**src/rtl/rba_seq_pkg.sv**
```systemverilog
package rba_seq_pkg;

    typedef enum logic {
        ST_FILL  = 1'b0,
        ST_FETCH = 1'b1
    } rba_state_e;

    localparam int FIELD_PKT = 0;
    localparam int FIELD_BUF = 1;
    localparam int NUM_FIELDS = 2;

endpackage

```
**src/rtl/rba_seq_thresh.sv**
```systemverilog
module rba_seq_thresh #(
    parameter int          DATA_W    = 16,
    parameter logic [15:0] RESET_VAL = 16'h02F8
) (
    input  logic              clk,
    input  logic              rst_n,
    input  logic              wr_en,
    input  logic [DATA_W-1:0] wdata,
    input  logic [DATA_W-1:0] rem_words,
    output logic [DATA_W-1:0] thr_q,
    output logic              need_new
);

    localparam logic [DATA_W-1:0] RST_V = DATA_W'(RESET_VAL);

    always_ff @(posedge clk or negedge rst_n) begin
        if (!rst_n) begin
            thr_q <= RST_V;
        end else if (wr_en) begin
            thr_q <= wdata;
        end
    end

    // A new area is needed when the free room falls below the threshold
    always_comb begin
        need_new = (thr_q > rem_words);
    end

endmodule

```
**src/rtl/rba_seq_field.sv**
```systemverilog
module rba_seq_field #(
    parameter int W = 8
) (
    input  logic         clk,
    input  logic         rst_n,
    input  logic         load,
    input  logic [W-1:0] load_val,
    input  logic         clr,
    input  logic         inc,
    output logic [W-1:0] val
);

    localparam logic [W-1:0] ONE = W'(1);

    // Priority: software load, then clear, then increment (wraps naturally)
    always_ff @(posedge clk or negedge rst_n) begin
        if (!rst_n) begin
            val <= '0;
        end else if (load) begin
            val <= load_val;
        end else if (clr) begin
            val <= '0;
        end else if (inc) begin
            val <= val + ONE;
        end
    end

endmodule

```
**src/rtl/rba_seq_fsm.sv**
```systemverilog
module rba_seq_fsm
    import rba_seq_pkg::*;
(
    input  logic clk,
    input  logic rst_n,
    input  logic soft_rst,
    input  logic pkt_done,
    input  logic need_new,
    input  logic fetch_ack,
    output logic pkt_accept,
    output logic buf_take,
    output logic last_pkt,
    output logic fetch_req
);

    rba_state_e state_q;
    rba_state_e state_d;

    always_ff @(posedge clk or negedge rst_n) begin
        if (!rst_n) begin
            state_q <= ST_FILL;
        end else begin
            state_q <= state_d;
        end
    end

    always_comb begin
        state_d = state_q;
        unique case (state_q)
            ST_FILL: begin
                if (!soft_rst && pkt_done && need_new) begin
                    state_d = ST_FETCH;
                end
            end
            ST_FETCH: begin
                if (soft_rst || fetch_ack) begin
                    state_d = ST_FILL;
                end
            end
            default: state_d = ST_FILL;
        endcase
    end

    always_comb begin
        pkt_accept = 1'b0;
        buf_take   = 1'b0;
        last_pkt   = 1'b0;
        fetch_req  = 1'b0;
        unique case (state_q)
            ST_FILL: begin
                pkt_accept = pkt_done;
            end
            ST_FETCH: begin
                last_pkt  = 1'b1;
                fetch_req = 1'b1;
                buf_take  = fetch_ack;
            end
            default: ;
        endcase
    end

endmodule

```
**src/rtl/rba_sequencer.sv**
```systemverilog
module rba_sequencer
    import rba_seq_pkg::*;
#(
    parameter int          SEQ_W     = 8,
    parameter int          ADDR_W    = 2,
    parameter int          ADDR_THR  = 0,
    parameter int          ADDR_SEQ  = 1,
    parameter logic [15:0] THR_RESET = 16'h02F8,
    localparam int         DATA_W    = NUM_FIELDS * SEQ_W
) (
    input  logic              clk,
    input  logic              rst_n,
    input  logic              soft_rst,
    input  logic              reg_wr,
    input  logic [ADDR_W-1:0] reg_addr,
    input  logic [DATA_W-1:0] reg_wdata,
    output logic [DATA_W-1:0] reg_rdata,
    input  logic              pkt_done,
    input  logic [DATA_W-1:0] pkt_rem_words,
    output logic              last_pkt,
    output logic              fetch_req,
    input  logic              fetch_ack
);

    localparam logic [ADDR_W-1:0] A_THR = ADDR_W'(ADDR_THR);
    localparam logic [ADDR_W-1:0] A_SEQ = ADDR_W'(ADDR_SEQ);

    logic              wr_thr;
    logic              wr_seq;
    logic [DATA_W-1:0] thr_q;
    logic [DATA_W-1:0] seq_word;
    logic              need_new;
    logic              pkt_accept;
    logic              buf_take;
    logic              f_clr [NUM_FIELDS];
    logic              f_inc [NUM_FIELDS];

    always_comb begin
        wr_thr = reg_wr && (reg_addr == A_THR);
        wr_seq = reg_wr && (reg_addr == A_SEQ);
    end

    rba_seq_thresh #(
        .DATA_W   (DATA_W),
        .RESET_VAL(THR_RESET)
    ) u_thresh (
        .clk      (clk),
        .rst_n    (rst_n),
        .wr_en    (wr_thr),
        .wdata    (reg_wdata),
        .rem_words(pkt_rem_words),
        .thr_q    (thr_q),
        .need_new (need_new)
    );

    rba_seq_fsm u_fsm (
        .clk       (clk),
        .rst_n     (rst_n),
        .soft_rst  (soft_rst),
        .pkt_done  (pkt_done),
        .need_new  (need_new),
        .fetch_ack (fetch_ack),
        .pkt_accept(pkt_accept),
        .buf_take  (buf_take),
        .last_pkt  (last_pkt),
        .fetch_req (fetch_req)
    );

    // Packet field counts accepted packets and clears on a new area;
    // buffer field counts new areas.
    always_comb begin
        f_clr[FIELD_PKT] = buf_take;
        f_inc[FIELD_PKT] = pkt_accept;
        f_clr[FIELD_BUF] = 1'b0;
        f_inc[FIELD_BUF] = buf_take;
    end

    for (genvar g = 0; g < NUM_FIELDS; g++) begin : g_field
        rba_seq_field #(
            .W(SEQ_W)
        ) u_field (
            .clk     (clk),
            .rst_n   (rst_n),
            .load    (wr_seq),
            .load_val(reg_wdata[g*SEQ_W +: SEQ_W]),
            .clr     (f_clr[g]),
            .inc     (f_inc[g]),
            .val     (seq_word[g*SEQ_W +: SEQ_W])
        );
    end

    always_comb begin
        if (reg_addr == A_THR) begin
            reg_rdata = thr_q;
        end else if (reg_addr == A_SEQ) begin
            reg_rdata = seq_word;
        end else begin
            reg_rdata = '0;
        end
    end

endmodule

```
**config.mk**
```make
export PLATFORM = sky130hd
export DESIGN_NAME = rba_sequencer
export DESIGN_NICKNAME = d
export VERILOG_FILES = /design/src/rtl/rba_seq_pkg.sv /design/src/rtl/rba_seq_thresh.sv /design/src/rtl/rba_seq_field.sv /design/src/rtl/rba_seq_fsm.sv /design/src/rtl/rba_sequencer.sv
export SDC_FILE = /design/constraint.sdc
export NUM_CORES = 1
export LEC_CHECK = 0
export ABC_AREA = 1
export BUFFER_PORTS_ARGS = -buffer_cell sky130_fd_sc_hd__clkbuf_2
export CAP_MARGIN = 20
export CELL_PAD_IN_SITES_DETAIL_PLACEMENT = 1
export CELL_PAD_IN_SITES_GLOBAL_PLACEMENT = 2
export CORE_ASPECT_RATIO = 0.5
export CORE_MARGIN = 2
export CORE_UTILIZATION = 30
export CTS_CLUSTER_DIAMETER = 200
export DETAILED_ROUTE_END_ITERATION = 7
export PLACE_DENSITY = 0.74
export SETUP_SLACK_MARGIN = 0.4
export SYNTH_ARGS = -nofsm -noshare
export SYNTH_HDL_FRONTEND = slang
export SYNTH_SLANG_ARGS = --single-unit
```
**constraint.sdc**
```tcl
create_clock -name clk -period 3.6 [get_ports clk]
set_input_delay 0.72 -clock clk [delete_from_list [all_inputs] [get_ports clk]]
set_output_delay 0.72 -clock clk [all_outputs]
set_load 0.1 [all_outputs]
```
==> flow_summary.yaml, run 1 <==
status:
  status: "completed"
route:
  drt_drc_violations_left: 0
  viasPerCell: 4.77
  wl_um: 6610
  wire_per_inst_um: 15.0
  dr.pass1.iters: 4
  drtAntennaViolNets: 0
  drt_iter0_drc: 92
  vias: 2099
hold_path:
  hp-class: "reg -> reg"
  hp-start: "u_thresh.thr_q[9]$_DFFE_PN1P_"
  whs_path_depth: 2
  holdPathEnd: "u_thresh.thr_q[9]$_DFFE_PN1P_"
global_route:
  grt_remaining_overflow: 0
  grt_pass1_wl_um: 10600
  antenna_found_initial: 0
  grt_max_degree: 34
  grt_pass1_vias: 2148
  grtUsageTotal_pct: 16.7
cts:
  worstSkewPairLatency_ps: 280
  cts.clk_slew.worst_paths_ps: 50
  cts_tree: "done"
  clockRootBuffer: "clkbuf_16"
  post_cts_buffers: 0
  cts_buffers: 5
  clk_path_buf_depth: 2
  cts_htree_levels: 2
  cts.sinks: 33
  cts_resized: 0
  holdBufCountCts: 0
pwr:
  power.density_nw_per_um2: 576
  ir_drop_v: 0.000215
  total_power_mw: 1.65
  leakage_nw: 1.56
critical_path:
  path_max_fanout: 12
  cp_slowest_cell: "clkbuf_2"
  reg2reg_to: "u_fsm.state_q$_DFF_PN0_"
  endpoint_kind: "output pin"
  r2r_setup_slack_ps: 2110
  r2r-start: "u_thresh.thr_q[13]$_DFFE_PN0P_"
  reg2reg_depth: 8
  arrival_ps: 2160
  path_class: "in -> out"
  path_depth: 6
  cp_num_buf_inv: 4
  start_kind: "input pin"
  cp_cell_sequence: "clkbuf_2 > inv_2 > nor2_4 > inv_1 > o21ai_0 > clkbuf_2"
  cp_common_cell: "clkbuf_2"
  cpPeakStageDelay_ps: 490
  worstPathRequired_ps: 2880
  crit_family: "buffers and inverters"
flow_run:
  drv_cap: 0
floorplan:
  die_w_um: 128
  ios: 58
  fp.dieH_um: 66.2
  core_area_um2: 7400
  start_util_pct: 31.4
  rows: 22
  die_area_um2: 8510
placed_design:
  placedCellCount: 432
  port_buffers: 57
  place_hpwl_um: 5180
  pre_cts_ws_ps: 691
  gp_congestion: 0.755
  dpl_cell_area_um2: 2720
sta:
  clock_skew_ps: 3.18
  rsz0062_at_grt: "no"
  tightest_slew_ps: 882
  fin_crit_ps: 2880
  fin_ws_ps: 719
  fin_hold_ws_ps: 525
  slew_viol_final: 0
  setup_viol: 0
  setup_tns_ps: 0
  max_slew_margin_pct: 41.2
  fin_crit_sh_pct: 80.0
  hold_viol_final: 0
  max_freq_ghz: 0.347
finish:
  multi_input_comb_area_um2: 1280
  layout.nets: 401
  design_area_um2: 2870
  layout_commonest_cell: "nand2_1"
  final_cell_mix: "61 x nand2_1, 57 x clkbuf_2, 50 x inv_1"
  fillers: 917
  instances_no_fill: 440
  seqCellArea_um2: 833
  drive_gt1_share_pct: 29.9
  n_antenna_cell: 0
  syn_to_final_growth_pct: 23.4
  utilization_pct: 38.7
synthesis:
  synth_top_area_share_pct: 29.1
  synth.ff_latch_count: 33
  syn_inst: 285
  syn_area_um2: 2320
  ys_types: 37
  yosys.area.top_type: "dfrtp_1"
  synth.avg_cell_area_um2: 8.16
  yosysWarnings: 0
  syn-num-nets: 343
  synth_area_leaders: "dfrtp_1 29%, nand2_1 9.8%, ha_1 9.7%"
  synth-seq-area-share_pct: 35.8
## kinds of logic after synthesis
group	Yosys count	synth area share, %
xor gates and xnor gates	6	2.26
AOI/OAI and AO/OA	57	15.3
muxes	10	6.14
and+or+nand+nor	101	20.1
adders and majority gates	18	9.69
buffers and inverters	60	10.7
DFF	33	35.8
## worst min-delay path: stages, from the launching register on
cell,delay (ps)
dfstp_2,380
nand2_1,50
o21ai_0,80
## how the worst max path moves through the flow
stage / slack (ps) / end / start
2_1_floorplan: -190 / reg_rdata[0] / reg_addr[0]
5_1_grt: 600 / reg_rdata[15] / reg_addr[0]
4_1_cts: 690 / reg_rdata[0] / reg_addr[0]
6_report: 720 / reg_rdata[0] / reg_addr[0]
3_3_place_gp: 740 / reg_rdata[0] / reg_addr[0]
3_5_place_dp: 690 / reg_rdata[0] / reg_addr[0]
## synthesized netlist by cell type
cell,instances
xnor2_1,1
inv_1,50
a21o_1,1
nand2_1,61
nand4_1,2
mux2_2,2
clkbuf_1,3
o22ai_1,2
a21oi_1,16
o21ai_0,20
a22oi_2,2
nand2_8,1
o211ai_1,2
ha_1,18
buf_4,1
nor2_4,3
o221ai_1,3
or2_0,1
a22oi_1,2
dfstp_2,6
a21oi_2,1
nand3_1,11
nor2_1,18
inv_2,3
a22o_1,4
nor2_8,1
xor2_1,5
inv_6,1
mux2_4,8
nor3_1,1
nand2_2,1
dfrtp_1,27
o21bai_1,1
o22ai_2,1
nand2_4,1
buf_6,2
o21ai_1,2
## report_power, final
| group | internal (mW) | switching, mW |
|---|---|---|
| clock network | 0.276 | 0.157 |
| logic | 0.200 | 0.458 |
| registers | 0.469 | 0.0923 |
| total | 0.945 | 0.708 |
## metal layers
layer,global-route usage (%),vias up,share of wire (%)
li1,-,1042,-
met1,21.9,1022,49
met2,27.5,28,46
met3,4.05,7,3.5
met4,5.30,0,1.4
met5,0,-,0
## flip-flops by register name, summed over array words and instances (netlist names)
signal and count:
g_field.u_field.val 16, u_fsm.state_q 1, u_thresh.thr_q 16
## area by class of cell
class | count | share of cell area [%]
well taps | 96 | 4.19
flip-flops and latches | 33 | 29.0
clock buffers | 8 | 5.10
repair buffers | 57 | 9.94
multi-input cells | 192 | 44.5
inverters | 54 | 7.24
(Power assumes the default switching activity.)
==> run 2, diff against run 1 <==
- ABC_AREA: 1 -> 0
- CORE_UTILIZATION: 30 -> 29
- PLACE_DENSITY: 0.74 -> 0.73
- clock period: 3.6 -> 2.5 ns (I/O delays scaled with it)
==> flow_summary.yaml, run 2 <==
status:
  status: "completed"
synthesis:
  syn-num-nets: 286
  synth_top_area_share_pct: 31.0
  synth.avg_cell_area_um2: 9.55
  yosysWarnings: 0
  syn_area_um2: 2180
  synth_ff_type: "dfrtp_1"
  yosys.area.top_type: "dfrtp_1"
  synth.ff_latch_count: 33
  synthTopCellsByCount: "27 x dfrtp_1, 27 x nand2_1, 19 x nor2_1"
  synth-edff-count: 0
  ys_types: 37
  synth-seq-area-share_pct: 38.3
  synth_area_leaders: "dfrtp_1 31%, ha_1 10%, mux2i_1 8.3%"
  syn_inst: 228
  ys_async_sr_fraction_pct: 100
cts:
  cts_buffers: 5
  clk_path_buf_depth: 2
  cts_tree: "done"
  post_cts_buffers: 0
  cts_resized: 1
  clockRootBuffer: "clkbuf_16"
  worstSkewPairLatency_ps: 280
  holdBufCountCts: 0
  cts.sinks: 33
  cts_htree_levels: 2
  cts.clk_slew.worst_paths_ps: 50
finish:
  syn_to_final_growth_pct: 42.0
  reg_top3: "g_field.u_field.val: 16 flops, u_thresh.thr_q: 16 flops, u_fsm.state_q: 1 flops"
  layout.nets: 347
  instances_no_fill: 386
  n_antenna_cell: 0
  layout_commonest_cell: "clkbuf_2"
  drive_gt1_share_pct: 38.6
  final_cell_mix: "40 x clkbuf_2, 27 x nand2_1, 27 x dfrtp_1"
  utilization_pct: 42.4
sta:
  fin_crit_sh_pct: 77.6
  rsz0062_at_grt: "no"
  max_slew_margin_pct: 43.3
  fin_crit_ps: 1940
  tightest_slew_ps: 851
  setup_viol: 0
  setup_tns_ps: 0
  slew_viol_final: 0
  max_freq_ghz: 0.515
  hold_viol_final: 0
  clock_skew_ps: 5.45
  fin_ws_ps: 559
route:
  wl_um: 5940
  viasPerCell: 4.84
  wire_per_inst_um: 15.4
  drtAntennaViolNets: 0
  dr.pass1.iters: 4
  vias: 1867
  drt_drc_violations_left: 0
  drt_iter0_drc: 38
floorplan:
  ios: 58
  core_area_um2: 7290
  die_w_um: 127
  fp.dieH_um: 65.3
  start_util_pct: 29.8
  rows: 22
  die_area_um2: 8260
pwr:
  ir_drop_v: 0.000438
  leakage_nw: 1.40
  total_power_mw: 2.58
  power.density_nw_per_um2: 833
placed_design:
  pre_cts_ws_ps: 349
  place_hpwl_um: 4700
  gp_congestion: 0.762
  port_buffers: 57
  placedCellCount: 378
critical_path:
  cpPeakStageDelay_ps: 550
  path_class: "reg -> reg"
  start_kind: "register"
  r2r_setup_slack_ps: 560
  path_max_fanout: 5
  endpoint_kind: "register"
  cp_slowest_cell: "or4_1"
  arrival_ps: 2100
  cp_cell_sequence: "ha_1 > nand4_2 > or4_1 > a32o_1 > o41a_1"
  worstPathRequired_ps: 2660
hold_path:
  hp-class: "in -> async"
global_route:
  grt_remaining_overflow: 0
  grt_max_degree: 34
  grt_pass1_wl_um: 10100
  grtUsageTotal_pct: 15.9
  grt_pass1_vias: 2037
  antenna_found_initial: 0
flow_run:
  drv_cap: 0
-- run 2: area by class of cell --
type	instances	area, µm²
fillers	838	4200
inverters	18	67.6
clock buffers	7	153
well taps	96	120
flip-flops and latches	33	833
repair buffers	64	581
clock inverters	1	5.00
multi-input cells	167	1330
-- run 2: cell families (layout without fill, tap and decap cells) --
group | after synthesis | in the layout | synth area share [%]
flops | 33 | 33 | 38.3
buf+inv | 28 | 90 | 5.34
mux | 33 | 33 | 16.0
xor+xnor | 14 | 14 | 5.63
fa+ha+maj | 18 | 18 | 10.3
simple gates | 72 | 72 | 16.2
compound gates | 30 | 30 | 8.22
-- run 2: layer usage --
metal	GRT usage, %	part of all wire (%)
met1	21.1	49
met2	26.6	48
met3	3.01	2.5
met4	4.95	0.71
met5	0	0
-- run 2: critical path, delay by kind of cell (launching register included) --
family,cells,cell delay (ps)
AO/OA/AOI/OAI,2,360
flip-flops,1,400
AND/OR/NAND/NOR,2,740
adder cells (fa/ha/maj),1,340
-- run 2: metrics by stage --
stage	instance area, µm²	hold slack (ps)
finish	3090	317
global route	3090	392
CTS	3090	344
detailed placement	2930	532
global placement	2930	533
floorplan	2290	204
-- run 2: where the power goes --
| part | internal [mW] | switching [mW] |
|---|---|---|
| Sequential | 0.682 | 0.152 |
| Clock | 0.422 | 0.233 |
| Combinational | 0.432 | 0.656 |
| Total | 1.54 | 1.04 |
-- run 2: final timing paths --
| kind | startpoint | endpoint | cells after the start |
|---|---|---|---|
| worst min register to register | u_thresh.thr_q[8]$_DFFE_PN0P_ | u_thresh.thr_q[8]$_DFFE_PN0P_ | 1 |
| worst max register to register | u_thresh.thr_q[15]$_DFFE_PN0P_ | u_fsm.state_q$_DFF_PN0_ | 5 |
| worst min-delay path | rst_n | u_thresh.thr_q[13]$_DFFE_PN0P_ | 1 |
| min in group clk | reg_wdata[9] | g_field[1].u_field.val[1]$_DFFE_PN0P_ | 3 |
| worst max-delay path | u_thresh.thr_q[15]$_DFFE_PN0P_ | u_fsm.state_q$_DFF_PN0_ | 5 |
| max in group asynchronous | rst_n | g_field[0].u_field.val[5]$_DFFE_PN0P_ | 1 |
==> run 3, diff against run 2 <==
- clock period: 2.5 -> 1.75 ns (I/O delays scaled with it)
==> flow_summary.yaml, run 3 (same netlist as run 2, synthesis figures left out) <==
finish:
  final_cell_mix: "38 x clkbuf_2, 22 x nand2_1, 22 x buf_6"
  reg_top3: "g_field.u_field.val: 16 flops, u_thresh.thr_q: 16 flops, u_fsm.state_q: 1 flops"
  layout_commonest_cell: "clkbuf_2"
  instances_no_fill: 420
  n_antenna_cell: 0
  syn_to_final_growth_pct: 79.7
  drive_gt1_share_pct: 58.3
  layout.nets: 381
cts:
  cts_htree_levels: 2
  clk_path_buf_depth: 2
  cts_buffers: 5
  cts_tree: "done"
  cts.sinks: 33
  worstSkewPairLatency_ps: 280
  cts.clk_slew.worst_paths_ps: 60
  clockRootBuffer: "clkbuf_16"
critical_path:
  reg2reg_to: "u_fsm.state_q$_DFF_PN0_"
  worstPathRequired_ps: 1900
  r2r-start: "u_thresh.thr_q[14]$_DFFE_PN0P_"
  start_kind: "register"
  reg2reg_depth: 5
  r2r_setup_slack_ps: -60
  path_class: "reg -> reg"
  endpoint_kind: "register"
  arrival_ps: 1960
  path_max_fanout: 2
status:
  status: "finished, violations left"
  violations: "negative setup slack"
floorplan:
  fp.dieH_um: 65.3
  ios: 58
  start_util_pct: 29.8
  die_w_um: 127
  rows: 22
  die_area_um2: 8260
  core_area_um2: 7290
sta:
  fin_crit_ps: 1810
  rsz0062_at_grt: "yes"
  max_slew_margin_pct: 68.9
  fin_ws_ps: -59.3
  max_freq_ghz: 0.553
  hold_viol_final: 0
  setup_viol: 2
  fin_crit_sh_pct: 103
  tightest_slew_ps: 467
  fin_hold_ws_ps: 19.3
  slew_viol_final: 0
  clock_skew_ps: 6.49
global_route:
  grt_max_degree: 17
  grt_pass1_vias: 2341
  grt_pass1_wl_um: 11900
  antenna_found_initial: 0
  grt_remaining_overflow: 0
  grtUsageTotal_pct: 18.6
route:
  top_layer: "met4"
  wire_per_inst_um: 17.2
  wl_um: 7240
  routed-wl-met3_um: 164
  vias: 2035
  dr.pass1.iters: 4
  wl_met1_um: 3340
  drt_iter0_drc: 33
  drt_drc_violations_left: 0
  wl_met2_um: 3720
  drtAntennaViolNets: 0
  viasPerCell: 4.85
placed_design:
  gp_congestion: 0.810
  place_hpwl_um: 5300
  port_buffers: 57
  placedCellCount: 393
pwr:
  leakage_nw: 1.64
  ir_drop_v: 0.000560
  total_power_mw: 4.32
  power.density_nw_per_um2: 1110
hold_path:
  hp-class: "in -> async"
flow_run:
  drv_cap: 0
==> run 3: how the worst max path moves through the flow <==
stage                              startpoint                 endpoint  slack, ps  cells past startpoint
3_5_place_dp                 pkt_rem_words[9]  u_fsm.state_q$_DFF_PN0_       -160                      7
2_1_floorplan   u_thresh.thr_q[9]$_DFFE_PN1P_  u_fsm.state_q$_DFF_PN0_         50                      5
5_1_grt         u_thresh.thr_q[2]$_DFFE_PN0P_  u_fsm.state_q$_DFF_PN0_       -120                      5
3_3_place_gp                 pkt_rem_words[9]  u_fsm.state_q$_DFF_PN0_       -110                      7
4_1_cts         u_thresh.thr_q[2]$_DFFE_PN0P_  u_fsm.state_q$_DFF_PN0_        -60                      5
6_report       u_thresh.thr_q[14]$_DFFE_PN0P_  u_fsm.state_q$_DFF_PN0_        -60                      5
==> run 3: final cells by class <==
class,count,area [µm²]
inverters,18,67.6
well taps,96,120
flip-flops and latches,33,843
fillers,781,3380
multi-input cells,167,1750
clock buffers,8,136
repair buffers,98,992
==> run 3: timing repair <==
item                                    CTS  global route
hold buffers                              0             0
gates resized for setup                  57            34
gates cloned                              1             0
setup buffers                             9             9
endpoints found under the setup margin   23            30
pin swaps                                17            19
==> run 3: power breakdown <==
part / switching, mW / total, mW / internal [mW]
Sequential: 0.304 / 1.29 / 0.984
Clock: 0.318 / 0.848 / 0.529
Combinational: 1.14 / 2.19 / 1.05
==> run 3: metrics by stage <==
step / worst slack (ps) / TNS, ps / instance area (µm²) / utilization, %
floorplan: 50.2 / 0 / 2490 / -
global placement: -111 / -111 / 3180 / 43.7
detailed placement: -156 / -156 / 3180 / 43.7
CTS: -58.2 / -58.2 / 3720 / 51.0
global route: -123 / -178 / 3910 / 53.6
finish: -59.3 / -79.4 / 3910 / 53.6
==> run 3: worst max-delay path, stage by stage (launching register included) <==
cell	delay [ps]
dfrtp_1	420
ha_4	300
nand4_4	100
or4_1	530
a32o_1	230
o41a_1	110
==> run 3: routing by layer <==
layer | up-vias | track usage, %
met1 | 1028 | 23.9
met5 | - | 0
li1 | 985 | -
met4 | 0 | 2.75
met3 | 2 | 3.18
met2 | 20 | 33.8
